**src/rtl/pwm3_pkg.sv**
```systemverilog
package pwm3_pkg;
    typedef enum logic {
        DIR_DOWN = 1'b0,
        DIR_UP   = 1'b1
    } pwm3_dir_e;

    localparam int NUM_LEGS = 2;
    localparam int LEG_P    = 0;
    localparam int LEG_N    = 1;
endpackage

```
**src/rtl/pwm3_carrier.sv**
```systemverilog
module pwm3_carrier
    import pwm3_pkg::*;
#(
    parameter int H_SLOW = 250,
    parameter int H_FAST = 200,
    parameter int CNT_W  = 8
) (
    input  logic             clk,
    input  logic             rst_n,
    input  logic             fast_sel_i,
    output logic [CNT_W-1:0] cnt_o,
    output logic [CNT_W-1:0] half_o,
    output logic [CNT_W-1:0] half_nxt_o,
    output logic             bnd_o
);
    typedef struct packed {
        logic [CNT_W-1:0] cnt;
        pwm3_dir_e        dir;
        logic [CNT_W-1:0] half;
    } car_t;

    car_t car_d, car_q;
    logic bnd;

    assign bnd        = (car_q.dir == DIR_DOWN) && (car_q.cnt == '0);
    assign half_nxt_o = fast_sel_i ? CNT_W'(H_FAST) : CNT_W'(H_SLOW);

    always_comb begin
        car_d = car_q;
        if (bnd) begin
            car_d.cnt  = '0;
            car_d.dir  = DIR_UP;
            car_d.half = half_nxt_o;
        end else if (car_q.dir == DIR_UP) begin
            if (car_q.cnt == car_q.half - CNT_W'(1)) begin
                car_d.dir = DIR_DOWN;
            end else begin
                car_d.cnt = car_q.cnt + CNT_W'(1);
            end
        end else begin
            car_d.cnt = car_q.cnt - CNT_W'(1);
        end
    end

    always_ff @(posedge clk or negedge rst_n) begin
        if (!rst_n) begin
            car_q.cnt  <= '0;
            car_q.dir  <= DIR_DOWN;
            car_q.half <= CNT_W'(H_SLOW);
        end else begin
            car_q <= car_d;
        end
    end

    assign cnt_o  = car_q.cnt;
    assign half_o = car_q.half;
    assign bnd_o  = bnd;
endmodule

```
**src/rtl/pwm3_level.sv**
```systemverilog
module pwm3_level #(
    parameter int SAMPLE_W = 8,
    parameter int CNT_W    = 8,
    parameter int TW       = 9
) (
    input  logic signed [SAMPLE_W-1:0] sample_i,
    input  logic        [CNT_W-1:0]    half_i,
    output logic        [TW-1:0]       thr_p_o,
    output logic        [TW-1:0]       thr_n_o
);
    logic signed [TW-1:0] s_ext;
    logic        [TW-1:0] mid, lim, mag, mag_c;
    logic                 neg;

    always_comb begin
        s_ext = TW'(sample_i);
        neg   = sample_i[SAMPLE_W-1];
        mid   = TW'(half_i) >> 1;
        lim   = mid - TW'(1);
        mag   = neg ? TW'(-s_ext) : TW'(s_ext);
        mag_c = (mag > lim) ? lim : mag;
        if (neg) begin
            thr_p_o = mid - mag_c;
            thr_n_o = mid + mag_c;
        end else begin
            thr_p_o = mid + mag_c;
            thr_n_o = mid - mag_c;
        end
    end
endmodule

```
**src/rtl/pwm3_leg.sv**
```systemverilog
module pwm3_leg #(
    parameter int CNT_W = 8,
    parameter int TW    = 9
) (
    input  logic [CNT_W-1:0] cnt_i,
    input  logic [TW-1:0]    thr_i,
    input  logic             en_i,
    output logic             on_o
);
    assign on_o = en_i && (TW'(cnt_i) < thr_i);
endmodule

```
**src/rtl/pwm3_mod.sv**
```systemverilog
module pwm3_mod
    import pwm3_pkg::*;
#(
    parameter int CLK_HZ   = 200_000_000,
    parameter int F_SLOW   = 400_000,
    parameter int F_FAST   = 500_000,
    parameter int SAMPLE_W = 8
) (
    input  logic                       clk,
    input  logic                       rst_n,
    input  logic signed [SAMPLE_W-1:0] sample_i,
    input  logic                       fast_sel_i,
    input  logic                       mute_i,
    output logic                       out_p_o,
    output logic                       out_n_o
);
    localparam int H_SLOW = CLK_HZ / (2 * F_SLOW);
    localparam int H_FAST = CLK_HZ / (2 * F_FAST);
    localparam int H_MAX  = (H_SLOW > H_FAST) ? H_SLOW : H_FAST;
    localparam int CNT_W  = $clog2(H_MAX + 1);
    localparam int TW     = ((SAMPLE_W > CNT_W) ? SAMPLE_W : CNT_W) + 1;

    typedef struct packed {
        logic [NUM_LEGS-1:0][TW-1:0] thr;
        logic                        mute;
        logic [NUM_LEGS-1:0]         outs;
    } mod_t;

    mod_t st_d, st_q;

    logic [CNT_W-1:0] cnt, half_q, half_nxt;
    logic             bnd;
    logic [TW-1:0]    lvl_p, lvl_n;
    logic [NUM_LEGS-1:0][TW-1:0] leg_thr;
    logic [NUM_LEGS-1:0]         leg_on;
    logic             mute_q;

    pwm3_carrier #(.H_SLOW(H_SLOW), .H_FAST(H_FAST), .CNT_W(CNT_W)) u_car (
        .clk        (clk),
        .rst_n      (rst_n),
        .fast_sel_i (fast_sel_i),
        .cnt_o      (cnt),
        .half_o     (half_q),
        .half_nxt_o (half_nxt),
        .bnd_o      (bnd)
    );

    pwm3_level #(.SAMPLE_W(SAMPLE_W), .CNT_W(CNT_W), .TW(TW)) u_lvl (
        .sample_i (sample_i),
        .half_i   (half_nxt),
        .thr_p_o  (lvl_p),
        .thr_n_o  (lvl_n)
    );

    assign leg_thr = st_q.thr;
    assign mute_q  = st_q.mute;

    for (genvar g = 0; g < NUM_LEGS; g++) begin : g_leg
        pwm3_leg #(.CNT_W(CNT_W), .TW(TW)) u_leg (
            .cnt_i (cnt),
            .thr_i (leg_thr[g]),
            .en_i  (!mute_q),
            .on_o  (leg_on[g])
        );
    end

    always_comb begin
        st_d = st_q;
        if (bnd) begin
            st_d.thr[LEG_P] = lvl_p;
            st_d.thr[LEG_N] = lvl_n;
            st_d.mute       = mute_i;
        end
        st_d.outs = leg_on;
    end

    always_ff @(posedge clk or negedge rst_n) begin
        if (!rst_n) begin
            st_q.thr[LEG_P] <= TW'(H_SLOW / 2);
            st_q.thr[LEG_N] <= TW'(H_SLOW / 2);
            st_q.mute       <= 1'b1;
            st_q.outs       <= '0;
        end else begin
            st_q <= st_d;
        end
    end

    assign out_p_o = st_q.outs[LEG_P];
    assign out_n_o = st_q.outs[LEG_N];
endmodule

```
**config.mk**
```make
export PLATFORM = sky130hd
export DESIGN_NAME = pwm3_mod
export DESIGN_NICKNAME = d
export VERILOG_FILES = /design/src/rtl/pwm3_pkg.sv /design/src/rtl/pwm3_carrier.sv /design/src/rtl/pwm3_level.sv /design/src/rtl/pwm3_leg.sv /design/src/rtl/pwm3_mod.sv
export SDC_FILE = /design/constraint.sdc
export NUM_CORES = 1
export LEC_CHECK = 0
export BUFFER_PORTS_ARGS = -buffer_cell sky130_fd_sc_hd__clkbuf_2
export CORE_UTILIZATION = 62
export DETAILED_ROUTE_END_ITERATION = 16
export GPL_TIMING_DRIVEN = 1
export HOLD_SLACK_MARGIN = 0.03
export PLACE_DENSITY = 0.86
export SYNTH_ARGS = -nofsm -noshare
export SYNTH_HDL_FRONTEND = slang
export SYNTH_SLANG_ARGS = --single-unit
```
**constraint.sdc**
```tcl
create_clock -name clk -period 3 [get_ports clk]
set_input_delay 0.3 -clock clk [delete_from_list [all_inputs] [get_ports clk]]
set_output_delay 0.3 -clock clk [all_outputs]
set_load 0.02 [all_outputs]
```
==> summary.md <==
### Synthesis
• 8.54 um2 — mean post-synth cell area
• 28.2% — sequential share of the synthesized area
• 318 — Post-Synthesis Cells
• 30 — flip-flop and latch count after synthesis
• 0.00272 mm2 — cell area after synthesis
• 0 — number of flops mapped to enable cells by yosys
• 0 — yosys synthesis warning count
• sky130_fd_sc_hd__dfrtp_1 — most frequently used flop master after synthesis
• 366 — number of nets in the synthesized netlist
• 56 — post-synthesis cell type count
• 100% — fraction of registers with async set or reset after synthesis

### Setup path
• 300 ps — largest stage delay on the critical path
• input port — sort of element at the start of the critical path
• input port to register — category of the most critical setup path
• sky130_fd_sc_hd__ha_1 — Crit-path slowest cell
• 3840 ps — arrival time at the worst endpoint
• 10 — reg2reg path depth
• u_car.car_q[8] — worst reg2reg path startpoint
• 3190 ps — Data required, critical path
• 4 — maximum fanout encountered on the critical timing path
• 5 — critical path buffer and inverter count
• 150 ps — flop-to-flop setup slack
• u_car.cnt_o[7] — endpoint of the lowest-slack register-to-register path
• compound AO/OA/AOI/OAI gates — largest delay contributor family on the critical path
• clkbuf_16 > or2_4 > o21ai_4 > xnor2_2 > ha_1 > and2_4 > a41o_1 > a21oi_4 > o21a_1 > buf_6 > o21a_1 > buf_4 > ha_4 > and2_4 > a21o_1 > buf_4 > buf_6 > a221oi_2 > o21ai_1 — critical-path cell list
• register — Worst Setup End Kind

### STA
• 889 ps — pin slew with the least headroom to its limit
• 40.4% — Max-Slew Margin vs Limit
• 14 — setup-violating endpoint count in the final report
• yes — RSZ-0062 raised after global routing
• -648 ps — slack of the critical path
• 0 — Hold Fails Final Rpt
• 0 — max-slew violation total from the final report
• 3650 ps — final critical path time including I/O delays and setup
• 274 MHz — Max Freq
• 122% — portion of the clock cycle consumed by the worst path in the final layout
• 7.93 ps — skew final

### Route
• 617 — Detailed Route Iter0 Violations
• 7.45 — post-detailed-route via-to-cell ratio
• 3,308 — via count
• 11.6 mm — Detailed Route WL
• 0 — number of design rule violations left after detail routing
• 0 — post-detailed-route count of antenna-violating nets
• 7 — first drt pass iteration count
• 26.2 um — WL/cell

### Clocking
• 2 — Max clock buf depth
• yes — TritonCTS clock tree
• sky130_fd_sc_hd__clkbuf_8 — root buf cell
• 0 — cts hold-fix bufs
• 2 — H-tree Lvls
• 30 — Sinks on Clock Net
• 70 ps — clk slew on worst S/H paths
• 5 — TritonCTS buffer count
• 290 ps — clock latency reported for the late side of the worst-skew pair

### Placed design
• 0.945 — Placer Congestion
• 0.00334 mm2 — placed cell areas
• 13 — IO buf count
• 5.37 mm — total half-perimeter wirelength after legalization and detailed placement
• 425 — placed cell count

### Final layout
• 111 — layout filler cell count
• 0 — count of antenna diodes in the layout
• 44.0% — growth of design area from synthesis to finish
• 441 — final-stage net count
• 54 x sky130_fd_sc_hd__buf_4, 39 x sky130_fd_sc_hd__nand2_1, 26 x sky130_fd_sc_hd__ha_1, 24 x sky130_fd_sc_hd__inv_1, 18 x sky130_fd_sc_hd__a21o_1 — most frequent cells in the layout
• 0.00391 mm2 — Design Area, Final
• 41.4% — layout cells sized above 1
• 444 — post-route non-filler standard cell count
• sky130_fd_sc_hd__buf_4 — most frequent standard cell in the layout excluding fill and tap cells

### Floorplanning
• 66.0% — effective utilization at floorplan
• 68.2 um — vertical extent of the die
• 0.00412 mm2 — Core Region
• 14 — number of top-level pins
• 68.2 um — width of the die
• 0.00465 mm2 — DIE AREA
• 23 — standard-cell rows

### Power
• 0.316 mV — Worst VDD drop
• 1.91 nW — static power due to leakage
• 478 mW/mm2 — Power Dens Cells

### Outcome
• finished with violations — outcome
• setup timing — failing checks

### Global route
• 2,940 — number of global-route vias before repair
• 40.1% — global router's overall resource usage
• 0 — total gr overflow
• 13.5 mm — wire length of the first global-routing pass
• 31 — maximum number of pins on one net before global-route repair
• 0 — number of antenna violations at the first check in global routing

### Flow run
• 0 — max-capacitance violation count

### Worst hold path
• input port to async pin — Hold/Removal Path Class

## synthesized netlist by cell type (2+ instances only)
cell type,instances,area [um2]
sky130_fd_sc_hd__inv_1,31,116
sky130_fd_sc_hd__mux2i_1,3,30.0
sky130_fd_sc_hd__and3_1,3,18.8
sky130_fd_sc_hd__o22ai_1,3,18.8
sky130_fd_sc_hd__or2_2,3,18.8
sky130_fd_sc_hd__a2bb2oi_1,2,17.5
sky130_fd_sc_hd__nor2b_1,2,12.5
sky130_fd_sc_hd__buf_2,2,10.0
sky130_fd_sc_hd__nand2_1,39,146
sky130_fd_sc_hd__dfrtp_1,17,425
sky130_fd_sc_hd__a41o_1,2,20.0
sky130_fd_sc_hd__a21o_1,18,135
sky130_fd_sc_hd__ha_1,35,438
sky130_fd_sc_hd__and2_1,2,12.5
sky130_fd_sc_hd__o21a_1,4,30.0
sky130_fd_sc_hd__o21bai_1,3,22.5
sky130_fd_sc_hd__a31oi_1,7,43.8
sky130_fd_sc_hd__dfstp_2,13,342
sky130_fd_sc_hd__a21oi_1,12,60.1
sky130_fd_sc_hd__nor2_1,15,56.3
sky130_fd_sc_hd__a221oi_1,3,26.3
sky130_fd_sc_hd__xor2_1,9,78.8
sky130_fd_sc_hd__nand3_1,4,20.0
sky130_fd_sc_hd__nand2b_1,3,18.8
sky130_fd_sc_hd__nor4_1,5,31.3
sky130_fd_sc_hd__nor3_1,3,15.0
sky130_fd_sc_hd__nand4_1,2,12.5
sky130_fd_sc_hd__o21ai_0,19,95.1
sky130_fd_sc_hd__a211o_1,2,17.5
sky130_fd_sc_hd__clkbuf_1,6,22.5
sky130_fd_sc_hd__xnor2_1,11,96.3
sky130_fd_sc_hd__or4b_1,2,20.0
sky130_fd_sc_hd__a211oi_1,6,45.0
sky130_fd_sc_hd__o21ai_1,5,25.0
## per-stage QoR
step | utilization (%) | hold WS (ps) | total power (W) | setup TNS, ps | worst slack, ps
CTS | 89.2 | 90.1 | 0.00160 | -2840 | -374
global placement | 81.2 | 380 | 0.00113 | -6050 | -588
global route | 95.0 | 111 | 0.00195 | -8290 | -865
finish | 95.0 | 70.1 | 0.00187 | -6140 | -648
detailed placement | 81.2 | 397 | 0.00118 | -7590 | -684
floorplan | - | 4.41 | 0.000943 | -2670 | -484
## final cells by class
cell class | instances | area [um2] | share of cell area, %
tap | 50 | 62.6 | 1.60
multi-input combinational | 247 | 2240 | 57.2
inverter | 32 | 140 | 3.59
sequential | 30 | 767 | 19.6
timing repair buffer | 77 | 612 | 15.7
clock inverter | 1 | 5.00 | 0.128
clock buffer | 7 | 86.3 | 2.21
## report_power, final
group	leakage, nW	internal, W	switching, W
clock network	0.0482	0.000185	0.000162
logic	1.51	0.000436	0.000531
registers	0.345	0.000504	0.0000509
total	1.91	0.00113	0.000744
## cells by family after synthesis
kind of cell	Yosys count	synth area share, %
adders and majority gates	36	16.9
DFF	30	28.2
and+or+nand+nor	90	16.8
muxes	3	1.11
AOI/OAI and AO/OA	98	24.8
buffers and inverters	41	5.76
xor gates and xnor gates	20	6.45
## flip-flops by register name, summed over array words and instances, names as in the netlist
name,flops
u_car.half_o,1
u_car.car_q,1
leg_thr,17
u_car.cnt_o,8
out_p_o,1
out_n_o,1
mute_q,1
## how the worst max path moves through the flow
stage	end	from	cells past startpoint
detailed placement	leg_thr[15]	sample_i[0]	17
finish	leg_thr[14]	sample_i[1]	19
floorplan	leg_thr[16]	sample_i[0]	16
CTS	leg_thr[16]	sample_i[1]	16
global placement	leg_thr[16]	sample_i[0]	16
global route	leg_thr[14]	sample_i[2]	15
## worst register-to-register path, stage by stage (launching register included)
cell and delay [ps]:
sky130_fd_sc_hd__dfrtp_1 470, sky130_fd_sc_hd__inv_1 290, sky130_fd_sc_hd__ha_1 290, sky130_fd_sc_hd__a21o_1 180, sky130_fd_sc_hd__a21oi_1 220, sky130_fd_sc_hd__o21bai_1 100
sky130_fd_sc_hd__a21oi_1 260, sky130_fd_sc_hd__o21ai_0 290, sky130_fd_sc_hd__nor3_1 380, sky130_fd_sc_hd__a211oi_1 120, sky130_fd_sc_hd__a31oi_1 170
## layer usage
layer,GRT usage (%),vias up,routed length [um]
met1,39.2,1523,3700
met2,72.1,344,5210
met3,7.00,149,1350
met5,0,-,34
met4,34.4,2,1350
li1,-,1290,-
## repair_timing
item	4_1_cts	5_1_grt
setup buffers	8	6
gates resized for setup	38	38
setup endpoints to repair	13	15
gates cloned	0	0
pin swaps	21	17
Note: power is estimated with default switching activity, not from simulation.
